==> src/rtl/wdt_rstcause.sv <==
module wdt_rstcause #(
  parameter int PRESCALE_SHIFT = 0
) (
  input  logic       clk,
  input  logic       por_n,
  input  logic       sub_tick,
  input  logic       use_sub,
  input  logic       ext_rst,
  input  logic       sw_rst,
  input  logic       wr_en,
  input  logic [2:0] wdata,
  output logic [7:0] rdata,
  output logic       wdt_req
);
  localparam int S      = PRESCALE_SHIFT;
  localparam int MAIN_W = 18 - S;
  localparam int SUB_W  = 14 - S;
  localparam int M0 = 10 - S, M1 = 12 - S, M2 = 14 - S, M3 = 17 - S;
  localparam int U0 = 8 - S,  U1 = 11 - S, U2 = 12 - S, U3 = 13 - S;

  logic [MAIN_W-1:0] pre_main;
  logic [SUB_W-1:0]  pre_sub;
  logic [3:0] main_taps, sub_taps, main_q, sub_q, main_edge, sub_edge;
  logic [1:0] wt;
  logic [2:0] cnt;
  logic       running, wrst, erst, srst;
  logic       tick, sys_rst, expire, wr_zero;

  always_ff @(posedge clk or negedge por_n)
    if (!por_n) begin
      pre_main <= '0;
      pre_sub  <= '0;
    end else begin
      pre_main <= pre_main + 1'b1;
      if (sub_tick) pre_sub <= pre_sub + 1'b1;
    end

  assign main_taps = {pre_main[M3], pre_main[M2], pre_main[M1], pre_main[M0]};
  assign sub_taps  = {pre_sub[U3],  pre_sub[U2],  pre_sub[U1],  pre_sub[U0]};

  always_ff @(posedge clk or negedge por_n)
    if (!por_n) begin
      main_q <= '0;
      sub_q  <= '0;
    end else begin
      main_q <= main_taps;
      sub_q  <= sub_taps;
    end

  assign main_edge = main_taps & ~main_q;
  assign sub_edge  = sub_taps & ~sub_q;
  assign tick      = use_sub ? sub_edge[wt] : main_edge[wt];
  assign sys_rst   = ext_rst | sw_rst;
  assign expire    = running & tick & (cnt == 3'd7) & ~sys_rst;
  assign wr_zero   = wr_en & ~wdata[2];

  always_ff @(posedge clk or negedge por_n)
    if (!por_n) begin
      running <= 1'b0;
      wt      <= 2'b11;
      cnt     <= 3'd0;
      wdt_req <= 1'b0;
      wrst    <= 1'b0;
      erst    <= 1'b0;
      srst    <= 1'b0;
    end else begin
      wdt_req <= expire;
      if (expire)  wrst <= 1'b1;
      if (ext_rst) erst <= 1'b1;
      if (sw_rst)  srst <= 1'b1;
      if (sys_rst | expire) begin
        running <= 1'b0;
        wt      <= 2'b11;
        cnt     <= 3'd0;
      end else if (wr_zero) begin
        running <= 1'b1;
        cnt     <= 3'd0;
        if (!running) wt <= wdata[1:0];
      end else if (wr_en && !running) begin
        wt <= wdata[1:0];
      end else if (running && tick) begin
        cnt <= cnt + 3'd1;
      end
    end

  assign rdata = {1'b1, 1'b0, wrst, erst, srst, 3'b111};
endmodule

==> config.mk <==
export PLATFORM = sky130hd
export DESIGN_NAME = wdt_rstcause
export DESIGN_NICKNAME = d
export VERILOG_FILES = /design/src/rtl/wdt_rstcause.sv
export SDC_FILE = /design/constraint.sdc
export NUM_CORES = 1
export LEC_CHECK = 0
export ABC_AREA = 1
export ABC_CLOCK_PERIOD_IN_PS = 2080
export CAP_MARGIN = 0
export CORE_MARGIN = 4
export CORE_UTILIZATION = 55
export DETAILED_ROUTE_END_ITERATION = 8
export PLACE_DENSITY = 0.77
export SLEW_MARGIN = 25
export SYNTH_ARGS = -nofsm -noshare
export SYNTH_HDL_FRONTEND = slang
export SYNTH_SLANG_ARGS = --single-unit
==> constraint.sdc <==
create_clock -name clk -period 2.08 [get_ports clk]
set_input_delay 0.416 -clock clk [delete_from_list [all_inputs] [get_ports clk]]
set_output_delay 0.416 -clock clk [all_outputs]
set_load 0.03 [all_outputs]
==> results.json, run 1 <==
{
  "slew_viol_final": 0,
  "grt_overflow": 0,
  "synthArstFlopShare_pct": 100,
  "fin_cells": 287,
  "cp-start-kind": "register",
  "clock_path_buffers": 2,
  "yosys_warnings": 0,
  "final_util_pct": 63.3,
  "min_path_type": "primary input to async pin",
  "fin_skew_ns": 0.00666,
  "grt_util_all_layers_pct": 14.0,
  "numCtsBuffers": 5,
  "clkTransAtPathRegs_ns": 0.09,
  "first_global_vias": 1358,
  "place_hpwl_um": 2240,
  "slowest_delay_ns": 0.67,
  "dp.cells": 279,
  "dr.pass1.iters": 4,
  "rr_worst_depth": 6,
  "period_needed_ns": 1.74,
  "cts_root_buffer": "clkbuf_8",
  "drt_iter0_drc": 92,
  "dp_slack_ns": 0.156,
  "ys_types": 27,
  "regToRegSetupSlack_ns": 0.56,
  "ir_worst_vdd_mv": 0.469,
  "antenna_found_initial": 0,
  "die_x_um": 72.4,
  "wl_per_cell_um": 11.0,
  "crit_type": "register to primary output",
  "vias": 1382,
  "synth_area_leaders": "dfrtp_1 (53%), xor2_1 (6.9%), nand2_1 (5.3%)",
  "ctsHoldBuffers": 0,
  "wl_um": 3160,
  "slowest_stage": "clkdlybuf4s50_1",
  "p_per_area_nw_per_um2": 769,
  "critical_path_required_ns": 1.66,
  "grt_max_degree": 51,
  "timing.critical_path.fanout_max": 2,
  "slew_headroom_pct": 60.5,
  "path_cells": "clkdlybuf4s50_1",
  "yosys-top-cells-count": "dfrtp_1 (48), nand2_1 (32), inv_1 (28), nand3_1 (22), xor2_1 (18)",
  "r2r_start": "pre_main[0]",
  "setup_viol": 0,
  "ant_nets": 0,
  "core_area_sq_um": 4000,
  "rr_endpoint": "pre_main[16]",
  "synthFlopType": "dfrtp_1",
  "post-synth-top-count-cell": "dfrtp_1",
  "finalSetupTns_ns": 0,
  "grt_pass1_wl_um": 5750,
  "synth_top_area_share_pct": 52.7,
  "seq_area_frac_synth_pct": 55.0,
  "clock-sinks": 50,
  "clkLatencyLatePin_ns": 0.30,
  "vias_per_cell": 4.82,
  "avgSynthCellArea_sq_um": 10.4,
  "leakage_nw": 1.29,
  "synth-seq-cells": 50,
  "yosys.area.top_type": "dfrtp_1",
  "worst_path_dominant_cell_family": "buffers and inverters",
  "synth_edf_count": 0,
  "start_util_pct": 57.0,
  "portBuffers": 13,
  "layout.nets": 250,
  "rows": 23,
  "drive_above_1_share_pct": 14.3,
  "arrival_ns": 1.32,
  "cts_resized": 0,
  "fmax_ghz": 0.575,
  "pin_count": 19,
  "status": "finished clean",
  "syn-cell-area_sq_um": 2280,
  "hold_viol": 0,
  "htree_levels": 2,
  "drc": 0,
  "fin_ws_ns": 0.341,
  "area_growth_pct": 11.1,
  "die_h_um": 72.4,
  "synthCells": 220,
  "place.gp.congestion": 0.776,
  "cts_tree": "done",
  "postCtsSetupBuffers": 0,
  "maxCapViolations": 0,
  "rsz0062_at_grt": "false",
  "min_period_over_period_pct": 83.6,
  "die-area_sq_um": 5240,
  "tightest_slew_ns": 0.593,
  "diodes": 0,
  "crit_path_end_kind": "primary output",
  "path_buf_inv": 1
}
## per-stage QoR
step / power [mW] / hold WS, ns / instance area (sq um)
final: 1.95 / 0.206 / 2530
after global placement: 1.31 / 0.417 / 2420
after detailed placement: 1.31 / 0.426 / 2420
after CTS: 1.98 / 0.222 / 2530
after global routing: 2.05 / 0.244 / 2530
after floorplan: 1.25 / 0.120 / 2290
## layer usage
layer | track usage, % | wire, um
met5 | 0 | 0
met4 | 5.01 | 45
met2 | 21.9 | 1430
met1 | 17.9 | 1500
met3 | 4.99 | 184
## worst reg2reg max path, delay by kind of cell (launching register included)
family	cells	cell delay, ns
xor gates and xnor gates	1	0.17
DFF	1	0.39
adders and majority gates	1	0.21
and+or+nand+nor	4	0.68
## where the power goes
group | switching [mW] | internal [mW] | leakage (nW) | total (mW)
logic | 0.0983 | 0.0830 | 0.578 | 0.181
clock network | 0.300 | 0.360 | 0.0524 | 0.660
registers | 0.0673 | 1.04 | 0.655 | 1.11
## registers in the layout, summed over array words and instances, names as in the netlist
register  cells
pre_main     18
pre_sub      14
main_q        4
srst          1
cnt           3
erst          1
wt            2
running       1
wdt_req       1
sub_q         4
wrst          1
## logic make-up after synthesis
logic type	after synthesis	share of synthesized area [%]
buffers and inverters	38	7.58
AO/OA/AOI/OAI	3	0.769
multiplexers	1	0.494
AND/OR/NAND/NOR	94	22.5
XOR/XNOR	28	11.1
other	2	0.330
flip-flops	50	55.0
adder cells (fa/ha/maj)	4	2.20
## placed cells by master, fill, tap and decap left out, drive strengths merged, types with 3 or more instances in the layout
cell type and count:
conb 5, clkbuf 7, clkdlybuf4s50 12, dfrtp 48
nand4 4, nand2 36, or2 3, xnor2 10
xor2 18, nor2 20, nand3 26, inv 30
ha 4, nor3 3
## final cells by class
type | count | area, sq um
Clock buffer | 7 | 76.3
Clock inverter | 1 | 30.0
Fill cell | 345 | 1470
Inverter | 30 | 113
Multi-Input combinational cell | 135 | 863
Sequential cell | 50 | 1250
Tap cell | 50 | 62.6
Timing Repair Buffer | 14 | 133
## worst max path at each step
stage                   endpoint  cells after the start         from
detailed placement   pre_sub[13]                     10     sub_tick
finish                  rdata[5]                      1         wrst
global placement     pre_sub[13]                     10     sub_tick
global route            rdata[3]                      1         srst
CTS                     rdata[5]                      1         wrst
floorplan           pre_main[16]                      6  pre_main[0]
No activity file was read; power rests on OpenSTA's default activity.
==> inputs of run 2 (changes only) <==
--- a/config.mk
+++ b/config.mk
@@ -6,7 +6,7 @@
 export NUM_CORES = 1
 export LEC_CHECK = 0
 export ABC_AREA = 1
-export ABC_CLOCK_PERIOD_IN_PS = 2080
+export ABC_CLOCK_PERIOD_IN_PS = 1700
 export CAP_MARGIN = 0
 export CORE_MARGIN = 4
 export CORE_UTILIZATION = 55
==> constraint.sdc (replaced) <==
create_clock -name clk -period 1.7 [get_ports clk]
set_input_delay 0.34 -clock clk [delete_from_list [all_inputs] [get_ports clk]]
set_output_delay 0.34 -clock clk [all_outputs]
set_load 0.03 [all_outputs]
==> run 2 against run 1 <==
Net effect: sequential cell count is the same; critical endpoint is now rdata[4]; via count rose by 3.8%; critical path depth stayed put; largest power group unchanged; critical path type unchanged; register-to-register slack got worse by 0.39 ns.
==> results.json, run 2 (synthesis results as in run 1) <==
{
  "switchingPower_mw": 0.594,
  "crit_path_end_kind": "primary output",
  "die-area_sq_um": 5240,
  "period_needed_ns": 1.65,
  "postCtsSetupBuffers": 0,
  "dp.cells": 286,
  "setup_viol": 0,
  "wl_met2_um": 1660,
  "arrival_ns": 1.31,
  "post-route-cell-area_sq_um": 2620,
  "start_util_pct": 57.0,
  "clock_path_buffers": 2,
  "slew_viol_final": 0,
  "ant_nets": 0,
  "layout.nets": 258,
  "first_global_vias": 1490,
  "grt_pass1_wl_um": 6180,
  "p_seq_share_pct": 56.0,
  "vias": 1434,
  "place_hpwl_um": 2520,
  "regMostFlops": "pre_main",
  "post_dp_cell_area_sq_um": 2490,
  "routed-wl-met3_um": 161,
  "rsz0062_at_grt": "false",
  "min_path_type": "register to register",
  "crit_type": "register to primary output",
  "p_per_area_nw_per_um2": 924,
  "rows": 23,
  "p_int_mw": 1.83,
  "worst_path_dominant_cell_family": "buffers and inverters",
  "cp-start-kind": "register",
  "die_h_um": 72.4,
  "dr.pass1.iters": 4,
  "layout_common_cells": "dfrtp_1 (48), nand2_1 (32), inv_1 (28)",
  "critical_path_required_ns": 1.36,
  "grt_util_all_layers_pct": 15.3,
  "status": "finished clean",
  "core_area_sq_um": 4000,
  "path_cells": "clkdlybuf4s50_1",
  "diodes": 0,
  "hold_viol": 0,
  "final_common_cell": "dfrtp_1",
  "die_x_um": 72.4,
  "grt_overflow": 0,
  "wl_per_cell_um": 11.8,
  "wl_um": 3470,
  "largest_register_ffs": 18,
  "final_util_pct": 65.5,
  "grt_max_degree": 26,
  "maxCapViolations": 0,
  "m1WireLength_um": 1560,
  "path_buf_inv": 1,
  "reg_top3": "pre_main x18, pre_sub x14",
  "clkTransAtPathRegs_ns": 0.09,
  "min_period_over_period_pct": 96.9,
  "cts_tree": "done",
  "clock-sinks": 50,
  "pin_count": 19,
  "drc": 0,
  "fin_skew_ns": 0.00912,
  "fmax_ghz": 0.607,
  "slowest_stage": "clkdlybuf4s50_1",
  "leakage_nw": 1.35,
  "area_growth_pct": 15.0,
  "vias_per_cell": 4.86,
  "p_clk_share_pct": 34.0,
  "numCtsBuffers": 5,
  "slowest_delay_ns": 0.66,
  "clkLatencyLatePin_ns": 0.30,
  "fin_cells": 295,
  "top_layer_used": "met4",
  "cts_root_buffer": "clkbuf_8",
  "swShare_pct": 24.5,
  "p_comb_share_pct": 9.9,
  "place.gp.congestion": 0.747,
  "drive_above_1_share_pct": 17.1,
  "drt_iter0_drc": 52,
  "antenna_found_initial": 0,
  "timing.critical_path.fanout_max": 2,
  "htree_levels": 2,
  "ir_worst_vdd_mv": 0.821,
  "portBuffers": 13
}
run 2: changes by cell type in the layout (fill, tap and decap cells not counted), sizes merged:
cell and delta:
clkbuf -1, dlygate4sd3 +1, clkdlybuf4s50 -2, buf +7, dlymetal6s2s +2, clkinvlp +1
run 2: timing repair:
action,4_1_cts,5_1_grt
endpoints found under the hold margin,16,0
endpoints found under the setup margin,0,3
hold buffers,1,0
resized for setup,0,3
run 2: path summary, 6_finish.rpt:
check                            start           end  slack, ns  depth (start not counted)
min in group asynchronous        por_n          erst       0.51                          2
setup / recovery                  erst      rdata[4]       0.05                          1
setup reg to reg           pre_main[0]  pre_main[16]       0.17                          6
max in group asynchronous        por_n         wt[0]       0.63                          3
hold reg to reg            pre_sub[13]      sub_q[3]       0.43                          0
hold / removal             pre_sub[13]      sub_q[3]       0.43                          0
run 2: cell type report:
cell class	instances	area, sq um
Tap cell	50	62.6
Clock inverter	2	37.5
Sequential cell	50	1250
Multi-Input combinational cell	135	868
Clock buffer	6	72.6
Inverter	30	113
Timing Repair Buffer	22	213
Fill cell	324	1380
run 2: routing by layer:
layer  GRT usage [%]  up-vias
met3            4.02        9
met2            25.7       24
li1                -      718
met4            8.14        0
met5               0        -
met1            17.9      683
run 2: power by group through the flow:
| stage | sequential [mW] | clock, mW | combinational [mW] |
|---|---|---|---|
| finish | 1.36 | 0.823 | 0.241 |
| global route | 1.37 | 0.887 | 0.284 |
| CTS | 1.36 | 0.838 | 0.247 |
| detailed placement | 1.38 | 0 | 0.242 |
| global placement | 1.38 | 0 | 0.235 |
| floorplan | 1.36 | 0 | 0.168 |
run 2: per-stage QoR:
stage               setup WS, ns  hold WS [ns]  setup TNS [ns]  power [mW]
global route             0.00423         0.459               0        2.54
detailed placement       -0.0554         0.304         -0.0821        1.62
CTS                       0.0285         0.439               0        2.44
finish                    0.0526         0.434               0        2.42
floorplan                  0.375        0.0444               0        1.53
global placement         -0.0108         0.303         -0.0108        1.61
==> inputs of run 3 (changes only) <==
--- a/config.mk
+++ b/config.mk
@@ -11,7 +11,10 @@
 export CORE_MARGIN = 4
 export CORE_UTILIZATION = 55
 export DETAILED_ROUTE_END_ITERATION = 8
-export PLACE_DENSITY = 0.77
+export DONT_BUFFER_PORTS = 1
+export PLACE_DENSITY = 0.71
+export RECOVER_POWER = 50
+export SKIP_LAST_GASP = 1
 export SLEW_MARGIN = 25
 export SYNTH_ARGS = -nofsm -noshare
 export SYNTH_HDL_FRONTEND = slang
==> run 3 against run 2 <==
Net effect: cell area is 8.4% lower; via count is 6.3% lower; hold slack worse by 0.31 ns; non-clock buffer count is 20 lower; routed wire length is 1.4% lower; power is 6.6% lower; combinational power is 15% lower; first-iteration DRC count is 110% higher; highest routed layer unchanged.
==> results.json, run 3 (synthesis results as in run 1) <==
{
  "post-route-cell-area_sq_um": 2400,
  "path_cells": "ha_1, nand3_2, nor2_2, nand4_1, nor3_2, xor2_1",
  "regMostFlops": "pre_main",
  "pin_count": 19,
  "crit_path_end_kind": "register",
  "min_period_over_period_pct": 89.6,
  "setup_viol": 0,
  "wl_um": 3420,
  "dp_slack_ns": 0.230,
  "diodes": 0,
  "start_util_pct": 57.0,
  "path_buf_inv": 0,
  "arrival_ns": 1.75,
  "slowest_stage": "dfrtp_1",
  "vias": 1344,
  "layout_common_cells": "dfrtp_1 (48), nand2_1 (32), inv_1 (28)",
  "numCtsBuffers": 5,
  "place_hpwl_um": 2370,
  "place.gp.congestion": 0.731,
  "clkTransAtPathRegs_ns": 0.08,
  "reg_top3": "pre_main x18, pre_sub x14",
  "grt_pass1_wl_um": 6200,
  "p_per_area_nw_per_um2": 942,
  "min_path_type": "primary input to register",
  "crit_type": "register to register",
  "rr_endpoint": "pre_main[16]",
  "die-area_sq_um": 5240,
  "dr.pass1.iters": 4,
  "min_to": "pre_sub[0]",
  "rows": 23,
  "cp-start-kind": "register",
  "core_area_sq_um": 4000,
  "tightest_slew_ns": 0.645,
  "slew_headroom_pct": 57.0,
  "clock_path_buffers": 2,
  "rr_worst_depth": 6,
  "period_needed_ns": 1.52,
  "first_global_vias": 1423,
  "leakage_nw": 1.23,
  "die_x_um": 72.4,
  "drc": 0,
  "portBuffers": 0,
  "die_h_um": 72.4,
  "hold_viol": 0,
  "slew_viol_final": 0,
  "layout.nets": 238,
  "timing.critical_path.fanout_max": 3,
  "final_common_cell": "dfrtp_1",
  "grt_max_degree": 51,
  "n_fill_cell": 345,
  "critical_path_required_ns": 1.93,
  "antenna_found_initial": 0,
  "htree_levels": 2,
  "finalPower_mw": 2.26,
  "rsz0062_at_grt": "false",
  "maxCapViolations": 0,
  "cts_root_buffer": "clkbuf_8",
  "r2r_start": "pre_main[0]",
  "fmax_ghz": 0.657,
  "hp-start": "sub_tick",
  "fin_skew_ns": 0.00549,
  "clkLatencyLatePin_ns": 0.30,
  "fin_ws_ns": 0.177,
  "hold_depth": 1,
  "drt_iter0_drc": 107,
  "grt_util_all_layers_pct": 15.8,
  "wl_per_cell_um": 12.4,
  "post_dp_cell_area_sq_um": 2290,
  "area_growth_pct": 5.38,
  "largest_register_ffs": 18,
  "ir_worst_vdd_mv": 0.573,
  "worst_path_dominant_cell_family": "simple AND/OR/NAND/NOR gates",
  "drive_above_1_share_pct": 15.1,
  "slowest_delay_ns": 0.39,
  "grt_overflow": 0,
  "vias_per_cell": 4.89,
  "clock-sinks": 50,
  "regToRegSetupSlack_ns": 0.18,
  "cts_tree": "done",
  "finalSetupTns_ns": 0,
  "ant_nets": 0,
  "status": "finished clean"
}
==> run 3: what timing repair did <==
item                                    in CTS  in global routing
endpoints found under the hold margin       50                  0
endpoints found under the setup margin       0                  0
gates resized for setup                      0                  0
setup buffers                                0                  0
hold buffers                                 2                  0
==> run 3: through the flow <==
stage,util [%],cells,hold slack [ns]
4_1_cts,60.5,275,0.102
5_1_grt,60.0,275,0.103
3_3_place_gp,57.3,265,0.0455
6_report,60.0,275,0.121
2_1_floorplan,-,223,0.0444
3_5_place_dp,57.3,265,0.0457
==> run 3: power breakdown <==
part	leakage, nW	switching [mW]	total [mW]	internal, mW
Clock	0.0482	0.376	0.705	0.329
Combinational	0.531	0.117	0.205	0.0871
Sequential	0.655	0.0797	1.35	1.27
==> run 3: worst max-delay path by stage <==
stage                 from      endpoint  slack [ns]  cells after the start
2_1_floorplan  pre_main[0]  pre_main[16]        0.37                      6
6_report       pre_main[0]  pre_main[16]        0.18                      6
5_1_grt        pre_main[0]  pre_main[16]        0.02                      6
4_1_cts        pre_main[0]  pre_main[16]        0.21                      6
3_3_place_gp   pre_main[0]  pre_main[16]        0.25                      6
3_5_place_dp   pre_main[0]  pre_main[16]        0.23                      6
==> run 3: layout make-up <==
cell class | count | area (sq um) | area share [%]
clock buffers | 7 | 86.3 | 3.60
clock inverters | 1 | 5.00 | 0.208
inverters | 30 | 113 | 4.69
multi-input cells | 135 | 863 | 36.0
flip-flops and latches | 50 | 1250 | 52.2
well taps | 50 | 62.6 | 2.61
repair buffers | 2 | 17.5 | 0.730
==> run 3: worst reg2reg max path: cells and delay by family (launching register included) <==
family / cells / cell delay, ns
and+or+nand+nor: 4 / 0.69
adders and majority gates: 1 / 0.22
DFF: 1 / 0.39
xor gates and xnor gates: 1 / 0.16
==> run 3: routing by layer <==
layer / track usage, % / part of all wire, % / vias up / routed length [um]
met1: 18.4 / 45 / 633 / 1520
met5: 0 / 0 / - / 0
met4: 7.72 / 1.7 / 0 / 59
met2: 25.3 / 47 / 27 / 1610
met3: 6.37 / 6.6 / 4 / 226
li1: - / - / 680 / -
